--- src/rtl/dma_pkg.sv ---
package dma_pkg;

    typedef enum logic [1:0] {
        S_IDLE,
        S_WAIT,
        S_READ,
        S_WRITE
    } seq_state_t;

    typedef struct packed {
        logic [2:0] dst_fc;
        logic [2:0] src_fc;
        logic       irq_en;
        logic       ext_req;
        logic       dst_inc;
        logic       dst_word;
        logic       src_inc;
        logic       src_word;
    } chan_cfg_t;

    localparam int CFG_W = $bits(chan_cfg_t);

    localparam logic [2:0] RA_SRC = 3'd0;
    localparam logic [2:0] RA_DST = 3'd1;
    localparam logic [2:0] RA_CNT = 3'd2;
    localparam logic [2:0] RA_CFG = 3'd3;
    localparam logic [2:0] RA_CMD = 3'd4;

    localparam int CMD_CLR_DONE = 0;
    localparam int CMD_CLR_ERR  = 1;
    localparam int CMD_START    = 4;

endpackage

--- src/rtl/dma_ptr.sv ---
module dma_ptr #(
    parameter int AW = 24
) (
    input  logic          clk,
    input  logic          rst_n,
    input  logic          load,
    input  logic [AW-1:0] load_val,
    input  logic          adv,
    input  logic [1:0]    step,
    output logic [AW-1:0] ptr
);

    always_ff @(posedge clk) begin
        if (!rst_n)
            ptr <= '0;
        else if (load)
            ptr <= load_val;
        else if (adv)
            ptr <= ptr + AW'(step);
    end

endmodule

--- src/rtl/dma_lane.sv ---
module dma_lane (
    input  logic [15:0] rdata,
    input  logic [15:0] hold,
    input  logic        beat,
    input  logic        word_beat,
    input  logic        a0,
    output logic [15:0] hold_nxt,
    output logic [15:0] wdata,
    output logic        ube,
    output logic        lbe
);

    logic [7:0] rd_byte;
    logic [7:0] wr_byte;

    always_comb begin
        rd_byte = a0 ? rdata[7:0] : rdata[15:8];
        wr_byte = beat ? hold[7:0] : hold[15:8];
        if (word_beat)
            hold_nxt = rdata;
        else if (beat)
            hold_nxt = {hold[15:8], rd_byte};
        else
            hold_nxt = {rd_byte, hold[7:0]};
        wdata = word_beat ? hold : {wr_byte, wr_byte};
        ube   = word_beat | ~a0;
        lbe   = word_beat | a0;
    end

endmodule

--- src/rtl/dma_seq.sv ---
module dma_seq
    import dma_pkg::*;
#(
    parameter int CW = 16
) (
    input  logic          clk,
    input  logic          rst_n,
    input  logic          go,
    input  logic [CW-1:0] cnt,
    input  logic          src_word,
    input  logic          dst_word,
    input  logic          ext_req,
    input  logic          dreq,
    input  logic          ack,
    input  logic          src_a0,
    input  logic          dst_a0,
    output seq_state_t    state,
    output logic          beat,
    output logic          op2,
    output logic          word_beat,
    output logic          last_beat,
    output logic          rd_ack,
    output logic          wr_ack,
    output logic          finish,
    output logic          bus_cyc,
    output logic          bus_we
);

    seq_state_t nxt;
    logic       op_req;

    // state register
    always_ff @(posedge clk) begin
        if (!rst_n)
            state <= S_IDLE;
        else
            state <= nxt;
    end

    // operand width and beat index
    always_ff @(posedge clk) begin
        if (!rst_n) begin
            beat <= 1'b0;
            op2  <= 1'b0;
        end else if (state == S_WAIT && op_req) begin
            beat <= 1'b0;
            op2  <= (src_word | dst_word) && (cnt > CW'(1));
        end else if (rd_ack || wr_ack) begin
            beat <= ~last_beat;
        end
    end

    // outputs
    always_comb begin
        op_req    = ~ext_req | dreq;
        bus_cyc   = (state == S_READ) || (state == S_WRITE);
        bus_we    = (state == S_WRITE);
        word_beat = 1'b0;
        unique case (state)
            S_READ:  word_beat = src_word && op2 && !src_a0 && !beat;
            S_WRITE: word_beat = dst_word && op2 && !dst_a0 && !beat;
            default: word_beat = 1'b0;
        endcase
        last_beat = word_beat | ~op2 | beat;
        rd_ack    = (state == S_READ) && ack;
        wr_ack    = (state == S_WRITE) && ack;
        finish    = wr_ack && last_beat && (cnt == (op2 ? CW'(2) : CW'(1)));
    end

    // next state
    always_comb begin
        nxt = state;
        unique case (state)
            S_IDLE:  if (go) nxt = S_WAIT;
            S_WAIT:  if (op_req) nxt = S_READ;
            S_READ:  if (rd_ack && last_beat) nxt = S_WRITE;
            S_WRITE: if (wr_ack && last_beat) nxt = finish ? S_IDLE : S_WAIT;
        endcase
    end


    ext_gate_chk: assert property (@(posedge clk) disable iff (!rst_n)
        (state == S_WAIT && ext_req && !dreq) |=> (state == S_WAIT));


    read_before_write_chk: assert property (@(posedge clk) disable iff (!rst_n)
        $rose(bus_we) |-> $past(state == S_READ && ack));

endmodule

--- src/rtl/dma_chan.sv ---
module dma_chan
    import dma_pkg::*;
#(
    parameter int AW = 24,
    parameter int CW = 16
) (
    input  logic          clk,
    input  logic          rst_n,
    input  logic          reg_we,
    input  logic [2:0]    reg_addr,
    input  logic [AW-1:0] reg_wdata,
    output logic [AW-1:0] reg_rdata,
    input  logic          dreq,
    output logic          bus_cyc,
    output logic          bus_we,
    output logic [AW-1:0] bus_addr,
    output logic [2:0]    bus_fc,
    output logic          bus_ube,
    output logic          bus_lbe,
    output logic [15:0]   bus_wdata,
    input  logic [15:0]   bus_rdata,
    input  logic          bus_ack,
    output logic          irq
);

    chan_cfg_t     cfg_q;
    logic [CW-1:0] cnt_q;
    logic          done_q, err_q;
    logic [15:0]   hold_q, hold_nxt;
    logic [AW-1:0] src_ptr, dst_ptr;
    seq_state_t    state;
    logic          beat, op2, word_beat, last_beat, rd_ack, wr_ack, finish;
    logic          busy, start_req, bad_cfg, go, zero_done, lane_a0;
    logic [1:0]    src_step, dst_step;
    logic          wr_src, wr_dst, wr_cnt, wr_cfg, wr_cmd;

    always_comb begin
        busy      = (state != S_IDLE);
        wr_src    = reg_we && reg_addr == RA_SRC && !busy;
        wr_dst    = reg_we && reg_addr == RA_DST && !busy;
        wr_cnt    = reg_we && reg_addr == RA_CNT && !busy;
        wr_cfg    = reg_we && reg_addr == RA_CFG && !busy;
        wr_cmd    = reg_we && reg_addr == RA_CMD;
        start_req = wr_cmd && reg_wdata[CMD_START] && !busy;
        bad_cfg   = !cfg_q.src_inc && !cfg_q.dst_inc && (src_ptr[0] | dst_ptr[0]);
        go        = start_req && !bad_cfg && (cnt_q != '0);
        zero_done = start_req && !bad_cfg && (cnt_q == '0);
        src_step  = cfg_q.src_inc ? (word_beat ? 2'd2 : 2'd1) : 2'd0;
        dst_step  = cfg_q.dst_inc ? (word_beat ? 2'd2 : 2'd1) : 2'd0;
        lane_a0   = bus_we ? dst_ptr[0] : src_ptr[0];
        bus_addr  = bus_cyc ? (bus_we ? dst_ptr : src_ptr) : '0;
        bus_fc    = bus_cyc ? (bus_we ? cfg_q.dst_fc : cfg_q.src_fc) : 3'd0;
        irq       = done_q & cfg_q.irq_en;
    end

    dma_ptr #(.AW(AW)) src_ptr_i (
        .clk(clk), .rst_n(rst_n), .load(wr_src), .load_val(reg_wdata),
        .adv(rd_ack), .step(src_step), .ptr(src_ptr)
    );

    dma_ptr #(.AW(AW)) dst_ptr_i (
        .clk(clk), .rst_n(rst_n), .load(wr_dst), .load_val(reg_wdata),
        .adv(wr_ack), .step(dst_step), .ptr(dst_ptr)
    );

    dma_seq #(.CW(CW)) seq_i (
        .clk(clk), .rst_n(rst_n), .go(go), .cnt(cnt_q),
        .src_word(cfg_q.src_word), .dst_word(cfg_q.dst_word),
        .ext_req(cfg_q.ext_req), .dreq(dreq), .ack(bus_ack),
        .src_a0(src_ptr[0]), .dst_a0(dst_ptr[0]),
        .state(state), .beat(beat), .op2(op2), .word_beat(word_beat),
        .last_beat(last_beat), .rd_ack(rd_ack), .wr_ack(wr_ack),
        .finish(finish), .bus_cyc(bus_cyc), .bus_we(bus_we)
    );

    dma_lane lane_i (
        .rdata(bus_rdata), .hold(hold_q), .beat(beat), .word_beat(word_beat),
        .a0(lane_a0), .hold_nxt(hold_nxt), .wdata(bus_wdata),
        .ube(bus_ube), .lbe(bus_lbe)
    );

    always_ff @(posedge clk) begin
        if (!rst_n) begin
            cfg_q  <= '0;
            cnt_q  <= '0;
            done_q <= 1'b0;
            err_q  <= 1'b0;
            hold_q <= '0;
        end else begin
            if (wr_cfg)
                cfg_q <= chan_cfg_t'(reg_wdata[CFG_W-1:0]);
            if (wr_cnt)
                cnt_q <= reg_wdata[CW-1:0];
            else if (wr_ack && last_beat)
                cnt_q <= cnt_q - (op2 ? CW'(2) : CW'(1));
            if (finish || zero_done)
                done_q <= 1'b1;
            else if (wr_cmd && reg_wdata[CMD_CLR_DONE])
                done_q <= 1'b0;
            if (start_req && bad_cfg)
                err_q <= 1'b1;
            else if (wr_cmd && (reg_wdata[CMD_CLR_ERR] || reg_wdata[CMD_START]))
                err_q <= 1'b0;
            if (rd_ack)
                hold_q <= hold_nxt;
        end
    end

    always_comb begin
        unique case (reg_addr)
            RA_SRC:  reg_rdata = src_ptr;
            RA_DST:  reg_rdata = dst_ptr;
            RA_CNT:  reg_rdata = AW'(cnt_q);
            RA_CFG:  reg_rdata = AW'(cfg_q);
            RA_CMD:  reg_rdata = AW'({busy, err_q, done_q});
            default: reg_rdata = '0;
        endcase
    end


    bus_hold_chk: assert property (@(posedge clk) disable iff (!rst_n)
        (bus_cyc && !bus_ack) |=> (bus_cyc && $stable(bus_addr) && $stable(bus_we)
            && $stable(bus_fc) && $stable(bus_ube) && $stable(bus_lbe) && $stable(bus_wdata)));


    cnt_step_chk: assert property (@(posedge clk) disable iff (!rst_n)
        ($past(busy) && busy && (cnt_q != $past(cnt_q)))
            |-> (($past(cnt_q) - cnt_q) == CW'(1) || ($past(cnt_q) - cnt_q) == CW'(2)));


    done_on_end_chk: assert property (@(posedge clk) disable iff (!rst_n)
        $fell(busy) |-> done_q);


    cfg_err_idle_chk: assert property (@(posedge clk) disable iff (!rst_n)
        $rose(err_q) |-> !busy);


    src_still_chk: assert property (@(posedge clk) disable iff (!rst_n)
        (busy && !bus_ack) |=> $stable(src_ptr) && $stable(dst_ptr));

endmodule

--- config.mk ---
export PLATFORM = sky130hd
export DESIGN_NAME = dma_chan
export DESIGN_NICKNAME = d
export VERILOG_FILES = /design/src/rtl/dma_pkg.sv /design/src/rtl/dma_ptr.sv /design/src/rtl/dma_lane.sv /design/src/rtl/dma_seq.sv /design/src/rtl/dma_chan.sv
export SDC_FILE = /design/constraint.sdc
export NUM_CORES = 1
export LEC_CHECK = 0
export BUFFER_PORTS_ARGS = -buffer_cell sky130_fd_sc_hd__buf_2
export CAP_MARGIN = 20
export CELL_PAD_IN_SITES_DETAIL_PLACEMENT = 1
export CELL_PAD_IN_SITES_GLOBAL_PLACEMENT = 2
export CORE_MARGIN = 8
export CORE_UTILIZATION = 35
export DETAILED_ROUTE_END_ITERATION = 8
export PLACE_DENSITY_LB_ADDON = 0.1
export SYNTH_ARGS = -nofsm -noshare
export SYNTH_HDL_FRONTEND = slang
export SYNTH_SLANG_ARGS = --single-unit
--- constraint.sdc ---
create_clock -name clk -period 7.8 [get_ports clk]
set_input_delay 0 -clock clk [delete_from_list [all_inputs] [get_ports clk]]
set_output_delay 0 -clock clk [all_outputs]
set_load 0.01 [all_outputs]
### Word-level counts from Yosys, hierarchy flattened

Index checks and enable logic that the tools add are counted.

| cells by class | value |
|---|---|
| order comparisons | 1 |
| reduce and logical (&&, ||, !) cells | 58 |
| equal/unequal tests | 13 |
| muxes and demuxes | 32 |
| add/sub/neg operators | 3 |
| bitwise gates (word level) | 13 |

Operators by type and width:

| cell | number |
|---|---|
| 24-bit two-way mux | 6 |
| 24-bit one-hot mux with 5 select lines | 1 |
| 16-bit two-way mux | 5 |
| 24-bit by 2-bit adder with 24-bit output | 2 |
| 1-bit logical AND | 32 |
| 16-bit == test | 1 |
| 16-bit by 1-bit > comparator with 1-bit output, second input constant | 1 |
| 16-bit logical NOT | 1 |
| 2-bit two-way mux | 8 |
| 8-bit two-way mux | 2 |
| 16-bit nonzero test | 1 |
| 16-bit subtractor | 1 |
| 2-bit nonzero test | 7 |
| 2-bit one-hot mux with 4 select lines | 1 |
| 1-bit logical NOT | 7 |
| 1-bit OR | 7 |
| 3-bit by 2-bit == test with 1-bit output, second input constant | 2 |
| 1-bit two-way mux | 6 |
| 3-bit two-way mux | 2 |
| 2-bit by 1-bit inequality test with 1-bit output, second input constant | 3 |
| 1-bit NOT | 5 |
| 2-bit == test, second input constant | 2 |
| 1-bit logical OR | 4 |
| 2-bit inequality test, second input constant | 2 |
| 10 further kinds | 11 |

| word-level totals | value |
|---|---|
| output and inout port bits | 72 |
| input bits | 48 |
| bits in registers | 98 |
| word-level logic and storage cells | 138 |

### Logic depth before layout (Yosys ltp)

Gate-level depths: netlist (run 1).

| logic depth | value |
|---|---|
| depth after elaboration | 11 |
| depth in mapped cells | 15 |
| mapped depth without buffers | 13 |

### By module

Synthesis (run 1) repeated with hierarchy kept, for this count alone.

| second synthesis, totals | value |
|---|---|
| cells, all modules | 904 |
| area total of the unflattened synthesis | 7,329.5 sq um |

By module, submodules not included:

| module | times used | cells an instance | area an instance (sq um) |
|---|---|---|---|
| dma_chan | 1 | 368 | 3,159.3 |
| dma_ptr | 2 | 181 | 1,534.0 |
| dma_lane | 1 | 116 | 680.7 |
| dma_seq | 1 | 58 | 421.7 |

### Worst setup path after synthesis (run 1)

Ideal clock, no wire load.

| path | value |
|---|---|
| path type | flip-flop to flip-flop |
| start point | reg seq_i.state[0] |
| end point | reg src_ptr_i.ptr[14] |
| setup slack | 4.544 ns |
| arrival | 3.170 ns |
| buffers on the path | 2 |
| data required time | 7.714 ns |
| clock period less this slack | 3.256 ns |
| cell stages (with the launch flop) | 13 |
| cell sequence | dfxtp_1 > ha_1 > clkbuf_8 > nand4bb_1 > a21oi_1 > clkbuf_1 > nand2_1 > fa_1 > and4b_1 > nor4b_4 > nand4_1 > xor2_1 > a211oi_1 |

| on the way | value |
|---|---|
| longest elaborated chain between the ends | 7 |
| elaborated cells on any way between the ends | 13 |

Ends and longest elaborated chain:

| item | line | source |
|---|---|---|
| from (decl) | dma_seq.sv:17 | `output seq_state_t state,` |
| from (signal assigned) | dma_seq.sv:37 | `state <= nxt;` |
| 2-bit == test | -- |  |
| net bus_we | dma_chan.sv:15 | `output logic bus_we,` |
| 1-bit one-hot mux with 2 select lines | dma_seq.sv:59 | `unique case (state)` |
| 2-bit two-way mux (2 in a row) | dma_chan.sv:48 | `src_step = cfg_q.src_inc ? (word_beat ? 2'd2 : 2'd1) : 2'd0;` |
| 24-bit by 2-bit adder with 24-bit output | dma_ptr.sv:19 | `ptr <= ptr + AW'(step);` |
| 24-bit two-way mux | dma_ptr.sv:18 | `else if (adv)` |
| 24-bit two-way mux | dma_ptr.sv:16 | `else if (load)` |
| to (signal assigned) | dma_ptr.sv:17 | `ptr <= load_val;` |
| to (signal assigned) | dma_ptr.sv:19 |  |
| to (decl) | dma_ptr.sv:10 | `output logic [AW-1:0] ptr` |

The timed path passes the listed nets, and every way through them passes these cells. The select of a mux whose other input is x is not followed.
A chain may end at the register's enable or synchronous reset.

### Final worst setup path (run 1)

| path | value |
|---|---|
| start point | reg seq_i.state[1] |
| end point | reg src_ptr_i.ptr[14] |

| on the way | value |
|---|---|
| longest elaborated chain between the ends | 7 |
| elaborated cells on any way between the ends | 13 |

Ends and longest elaborated chain:

| item | line |
|---|---|
| 2-bit == test (on tied branches) | dma_seq.sv:59, dma_seq.sv:65 |
| 1-bit one-hot mux with 2 select lines | dma_seq.sv:59 |
| 2-bit two-way mux (2 in a row) | dma_chan.sv:48 |
| 24-bit by 2-bit adder with 24-bit output | dma_ptr.sv:19 |
| 24-bit two-way mux | dma_ptr.sv:18 |
| 24-bit two-way mux | dma_ptr.sv:16 |

Parallel ways exist; a longest one is shown, timed or not. The select of a mux whose other input is x is not followed.

==> results of run 1 <==
## Yosys cell counts, drive strengths merged, types with 5 or more instances
cell and number:
nand2 122, dfxtp 98, nor2 78, o21ai 73, a21oi 68, clkbuf 44, xor2 44, a211oi 32
nand3 24, mux2 23, mux2i 22, inv 18, nand4 18, nor2b 17, a22oi 15, buf 14
xnor2 13, ha 10, mux4 9, and4 7, nor3 7, and2 6, and3 6, o22ai 6
nand3b 5
## worst paths after layout
check | end | slack (ns) | depth (start not counted)
hold reg to reg | cfg_q[10]$_SDFFE_PN0P_ | 0.48 | 2
hold / removal | hold_q[12]$_SDFFE_PN0P_ | 0.02 | 3
setup / recovery | src_ptr_i.ptr[14]$_SDFFE_PN0P_ | 3.36 | 11
setup reg to reg | src_ptr_i.ptr[14]$_SDFFE_PN0P_ | 3.36 | 11
## power by group through the flow
stage          Combinational, uW  Sequential [uW]  Clock, uW
2_1_floorplan               88.5              539          0
3_3_place_gp                 131              548          0
3_5_place_dp                 135              549          0
4_1_cts                      152              537        441
5_1_grt                      165              540        458
6_report                     152              537        427
## kinds of logic (layout without fill, tap and decap cells)
family / after synthesis / in the layout
xor+xnor: 57 / 57
fa+ha+maj: 13 / 13
mux: 54 / 54
compound gates: 211 / 211
flops: 98 / 98
buf+inv: 77 / 200
simple gates: 313 / 313
## layout make-up
class | count | area, sq um
fillers | 2209 | 10300
flip-flops and latches | 98 | 1960
multi-input cells | 648 | 4190
clock inverters | 5 | 30.0
well taps | 229 | 287
repair buffers | 165 | 1040
clock buffers | 11 | 243
inverters | 19 | 71.3
## what timing repair did
action / in CTS / in global routing
hold buffers: 38 / 0
endpoints found under the hold margin: 53 / 0
setup endpoints to repair: 0 / 0
## worst max-delay path: stages (launching register included)
cell and delay (ns):
dfxtp_1 0.41, ha_2 0.20, buf_4 0.51, nand3b_1 0.25
a21oi_1 0.84, nand2_1 0.23, fa_1 0.46, and4b_1 0.41
nor4b_4 0.46, nand4_1 0.18, xor2_1 0.17, a211oi_1 0.23
## registers in the layout, indices dropped and copies added (netlist names)
name,flops
cfg_q,12
cnt_q,16
done_q,1
dst_ptr_i.ptr,24
err_q,1
hold_q,16
seq_i.beat,1
seq_i.op2,1
seq_i.state,2
src_ptr_i.ptr,24
## metal layers
layer  part of all wire (%)  global-route usage [%]
met3                    2.8                    3.12
met4                    1.4                    5.33
met2                     51                    36.7
met1                     45                    24.5
met5                      0                       0
## through the flow
step / utilization, % / total power, uW
floorplan: - / 628
global placement: 39.6 / 679
detailed placement: 39.6 / 684
CTS: 43.2 / 1130
global route: 43.3 / 1160
finish: 43.3 / 1120
==> impl_results.md, run 1 <==
* Run status: finished clean
* I/O pin count at 120
* Core area at 0.0181 sq mm
* Global-route wire length before repair at 38.1 mm
* Die ar. at 0.0231 sq mm
* Fin crit share at 56.9%
* Clock power frac at 38.2%
* Syn Std Cell Area at 0.00648 sq mm
* Post-Route WL at 23.7 mm
* CP required at 8.06 ns
* Netlist cell types at 63
* Top cells by area, synth: dfxtp_1, nand2_1, xor2_1
* Remaining DRCs at 0
* Final Skew at 0.0115 ns
* Most frequent cells in the layout: nand2_1, buf_2, dfxtp_1, nor2_1, o21ai_0
* Cts bufs inserted at 9
* Worst vdd ir at 0.107 mV
* Max cap viols at 0
* Row cnt at 49
* Final worst slack at 3.36 ns
* Startpoint Class: register
* TNS Setup at 0 ns
* Max Fclk at 225 MHz
* # diodes at 0
* Yosys warns at 0
* Logic pwr share at 13.6%
* Vias/cell at 5.50
* Post-synth top area share at 30.3%
* Total track usage at 20.3%
* Synth Flop Type: dfxtp_1
* CP arrival at 4.70 ns
* Die Ht at 152 um
* Pwr/cell area at 143 mW/mm^2
* Vias at 6463
* Hold Fails Final Rpt at 0
* First-pass DRT Iterations at 6
* Leak Pwr at 0.00304 uW
* Worst hold start: bus_rdata[4]
* Avg WL per Cell at 20.2 um
* Initial antenna violation count at 0
* H-tree lvl count at 3
* Clock Latency Late Sink at 0.35 ns
* Largest family of logic cells by synthesized area: simple AND/OR/NAND/NOR gates
* Final setup viols at 0
* GRT overflow at 0
* RSZ-0062 raised after global routing: false
* Largest net degree at the start of global routing at 64
* Post-Layout Inst Area at 0.00782 sq mm
* Fin cells at 1175
* Period minus WS final at 4.44 ns
* Sequential cell area fraction in the yosys report at 30.3%
* Area after DPL at 0.00716 sq mm
* Clock sink count at 98
* Area share of and/or/nand/nor cells after synthesis at 23.9%
* Starting Density at 35.8%
* Clk slew on worst S/H paths at 0.07 ns
* Crit path kind: register to register
* Sequential share of power at 48.1%
* Placed wire-length estimate at 17.1 mm
* TritonCTS clock tree: done
* Mean Syn Cell Area at 7.87 sq um
* Area Overhead vs Synth at 20.8%
* Fin. max-slew vios at 0
* Clk buf depth at 2
* Pre-CTS setup slack at 3.36 ns
* Syn nets at 884
* Synth area leader: dfxtp_1
* Crit path max fanout at 63
* Commonest non-fill, non-tap cell in the layout: nand2_1
* Hold WS at 0.0183 ns
* Placed insts at 1120
* Ys async rst share at 0%
* Internal power at 805 uW
* Vias in the first global route at 6854
* Port-buffer cells at 119
* Switching share of total power at 27.9%
* #FFs+latches synth at 98
* Setup bufs post-CTS at 0
* Adder-cell share of the synthesized area at 2.86%
* NumNets Final at 1002
* Cells after synthesis at 823
* CTS root buffer: clkbuf_16
* Initial DRC Count at 207
* EDFF count, synth at 0
* CP startpoint: seq_i.state[1]$_SDFFE_PN0P_
* Switching power at 312 uW
* Worst slew margin at 27.0%
* FF-to-FF Start: seq_i.state[1]$_SDFFE_PN0P_
* Multiplexer area fraction after synthesis at 10.6%
* Worst-Margin Slew at 1.09 ns
* Xor-xnor portion of the synthesized cell area at 7.71%
* Layout cells sized above 1 at 20.1%
* Hold crit path type: primary input to register
* RePlAce Congestion at 0.795
* Horiz. Die Dim at 152 um
* CP endpoint kind: register
* Post-CTS sizing at 0
* Post-synthesis compound-gate area fraction at 19.5%
* Antenna viol nets, final at 0
Note: power is estimated with default switching activity, not from simulation.
==> run 2: changes to the inputs <==
Settings changed: ABC_AREA from default to 1, CORE_UTILIZATION 35 to 30.
Clock period 7.8 ns to 4.3 ns, I/O delays scaled along.
==> run 2 against run 1 <==
Setup slack got worse by 2.6 ns. Area after synthesis rose by 8.3%. Die area rose by 23%. Clock power rose by 95%. Clock skew barely moved. Sequential share of layout area fell by 1.2 points. Register-to-register slack got worse by 2.6 ns. Core utilization fell by 7.9 points. Non-clock buffer count fell by 32. Combinational power rose to 3.0 times the previous value. Synthesized cell count rose by 39%. Global-route usage rose by 2.5 points.
==> impl_results.md, run 2 <==
* Run status: finished clean
* Yosys warns at 0
* CP required at 4.56 ns
* Core area at 0.0232 sq mm
* Clock Latency Late Sink at 0.36 ns
* Cells after synthesis at 1140
* RSZ-0062 raised after global routing: false
* Initial antenna violation count at 1
* Die ar. at 0.0285 sq mm
* Crit path kind: register to register
* H-tree lvl count at 3
* Setup bufs post-CTS at 0
* GRT overflow at 0
* Area Overhead vs Synth at 16.9%
* TritonCTS clock tree: done
* Die Ht at 169 um
* Starting Density at 30.3%
* First-pass DRT Iterations at 5
* Max cap viols at 0
* Commonest non-fill, non-tap cell in the layout: nand2_1
* Period minus WS final at 3.57 ns
* Commonest cells in the netlist: nand2_1, inv_1, nor2_1, a21oi_1, dfxtp_1
* #FFs+latches synth at 98
* Buffers and inverters on the worst path at 4
* Most frequent cells in the layout: nand2_1, inv_1, nor2_1, buf_2, a21oi_1
* Horiz. Die Dim at 169 um
* Crit path max fanout at 10
* Largest registers: dst_ptr_i.ptr (24), src_ptr_i.ptr (24)
* Most frequent cell after synthesis: nand2_1
* NumNets Final at 1299
* Hold Fails Final Rpt at 0
* Layout cells sized above 1 at 14.5%
* Max stage delay on crit path at 0.43 ns
* Final setup viols at 0
* Syn nets at 1201
* Remaining DRCs at 0
* Worst slew margin at 32.8%
* Post-synth top area share at 28.0%
* CP Cell Sequence: inv_1 -> ha_1 -> nor2_4 -> nor2_2 -> nand2_4 -> clkinv_1 -> nor2_1 -> ha_1 -> inv_1 -> fa_1 -> nor2_1 -> nand2_1 -> nor2_1 -> nand2_1 -> nor2_1 -> nand2_1 -> nand2_1 -> nand3_1 -> nand2_1 -> inv_1
* Fin crit share at 83.0%
* Antenna viol nets, final at 0
* EDFF count, synth at 0
* Vias in the first global route at 8151
* Avg WL per Cell at 20.9 um
* Initial DRC Count at 515
* CP max-delay cell: fa_1
* TNS Setup at 0 ns
* Synth Flop Type: dfxtp_1
* Synth area leader: dfxtp_1
* Design Power at 2280 uW
* Pwr/cell area at 278 mW/mm^2
* Vias/cell at 5.17
* Top cells by area, synth: dfxtp_1, nand2_1, a21oi_1
* Netlist cell types at 44
* Largest net degree at the start of global routing at 51
* Post-CTS sizing at 0
* Hold crit path type: primary input to register
* I/O pin count at 120
* Clk slew on worst S/H paths at 0.08 ns
* CP endpoint kind: register
* Post-Route WL at 32.6 mm
* Mean Syn Cell Area at 6.16 sq um
* Worst vdd ir at 0.171 mV
* Clock sink count at 98
* Fin. max-slew vios at 0
* Syn Std Cell Area at 0.00702 sq mm
* Cell repeated most along the worst path: nand2_1
* Max Fclk at 280 MHz
* Total track usage at 22.8%
* Port-buffer cells at 119
* Vias at 8086
* Ys async rst share at 0%
* Worst-Margin Slew at 1.00 ns
* CTS root buffer: clkbuf_16
* Clk buf depth at 2
* CP arrival at 3.83 ns
* Leak Pwr at 0.00355 uW
* Row cnt at 56
* Startpoint Class: register
* RePlAce Congestion at 0.882
* Top delay family on crit path: simple AND/OR/NAND/NOR gates
* Placed wire-length estimate at 25.1 mm
* Final Skew at 0.0118 ns
* Cts bufs inserted at 9
* Sequential cell area fraction in the yosys report at 28.0%
* Global-route wire length before repair at 49.7 mm
-- run 2: layout make-up --
cell class / count / area [sq um]
sequential: 98 / 1960
multi-input combinational: 826 / 4200
antenna: 1 / 2.50
tap: 319 / 399
timing repair buffer: 133 / 726
inverter: 170 / 641
clock inverter: 5 / 36.3
fill: 3135 / 15000
clock buffer: 11 / 243
-- run 2: worst paths after layout --
| kind | from | end | slack, ns | cells after the start |
|---|---|---|---|---|
| worst max-delay path | seq_i.state[0]$_SDFFE_PN0P_ | dst_ptr_i.ptr[16]$_SDFFE_PN0P_ | 0.73 | 20 |
| worst min-delay path | reg_wdata[23] | src_ptr_i.ptr[23]$_SDFFE_PN0P_ | 0.01 | 5 |
| worst max register to register | seq_i.state[0]$_SDFFE_PN0P_ | dst_ptr_i.ptr[16]$_SDFFE_PN0P_ | 0.73 | 20 |
| worst min register to register | hold_q[2]$_SDFFE_PN0P_ | hold_q[2]$_SDFFE_PN0P_ | 0.48 | 2 |
-- run 2: report_power, final --
group / switching (uW) / internal (uW)
Sequential: 48.3 / 943
Combinational: 311 / 144
Clock: 417 / 415
Total: 777 / 1500
-- run 2: metrics by stage --
step           area (sq um)  setup slack [ns]  cells  hold slack (ns)  util [%]
6_report               8210             0.733   1563           0.0141      35.4
5_1_grt                8200             0.337   1562          0.00483      35.4
4_1_cts                8200             0.683   1562          0.00427      35.4
3_5_place_dp           7830             0.688   1536            0.299      33.7
3_3_place_gp           7830             0.781   1536            0.300      33.7
2_1_floorplan          7020              1.32   1140           0.0992         -
-- run 2: what timing repair did --
| action | CTS | global route |
|---|---|---|
| setup endpoints to repair | 0 | 0 |
| hold buffers | 10 | 0 |
| hold endpoints to repair | 11 | 0 |
-- run 2: kinds of logic after synthesis --
kind of cell,Yosys count,synth area share [%]
XOR/XNOR,31,3.87
buffers and inverters,216,12.3
AND/OR/NAND/NOR,474,29.1
adder cells (fa/ha/maj),13,2.64
flip-flops,98,28.0
AO/OA/AOI/OAI,308,24.2
-- run 2: worst min-delay path, stage by stage --
cell	delay, ns
buf_2	0.13
nand2_1	0.06
nand3_1	0.07
nand2_1	0.04
inv_1	0.04
-- run 2: layer usage --
layer / GRT usage, % / routed length [um]
met1: 32.0 / 15700
met4: 4.70 / 337
met5: 0 / 13
met2: 37.2 / 15200
met3: 2.26 / 1380
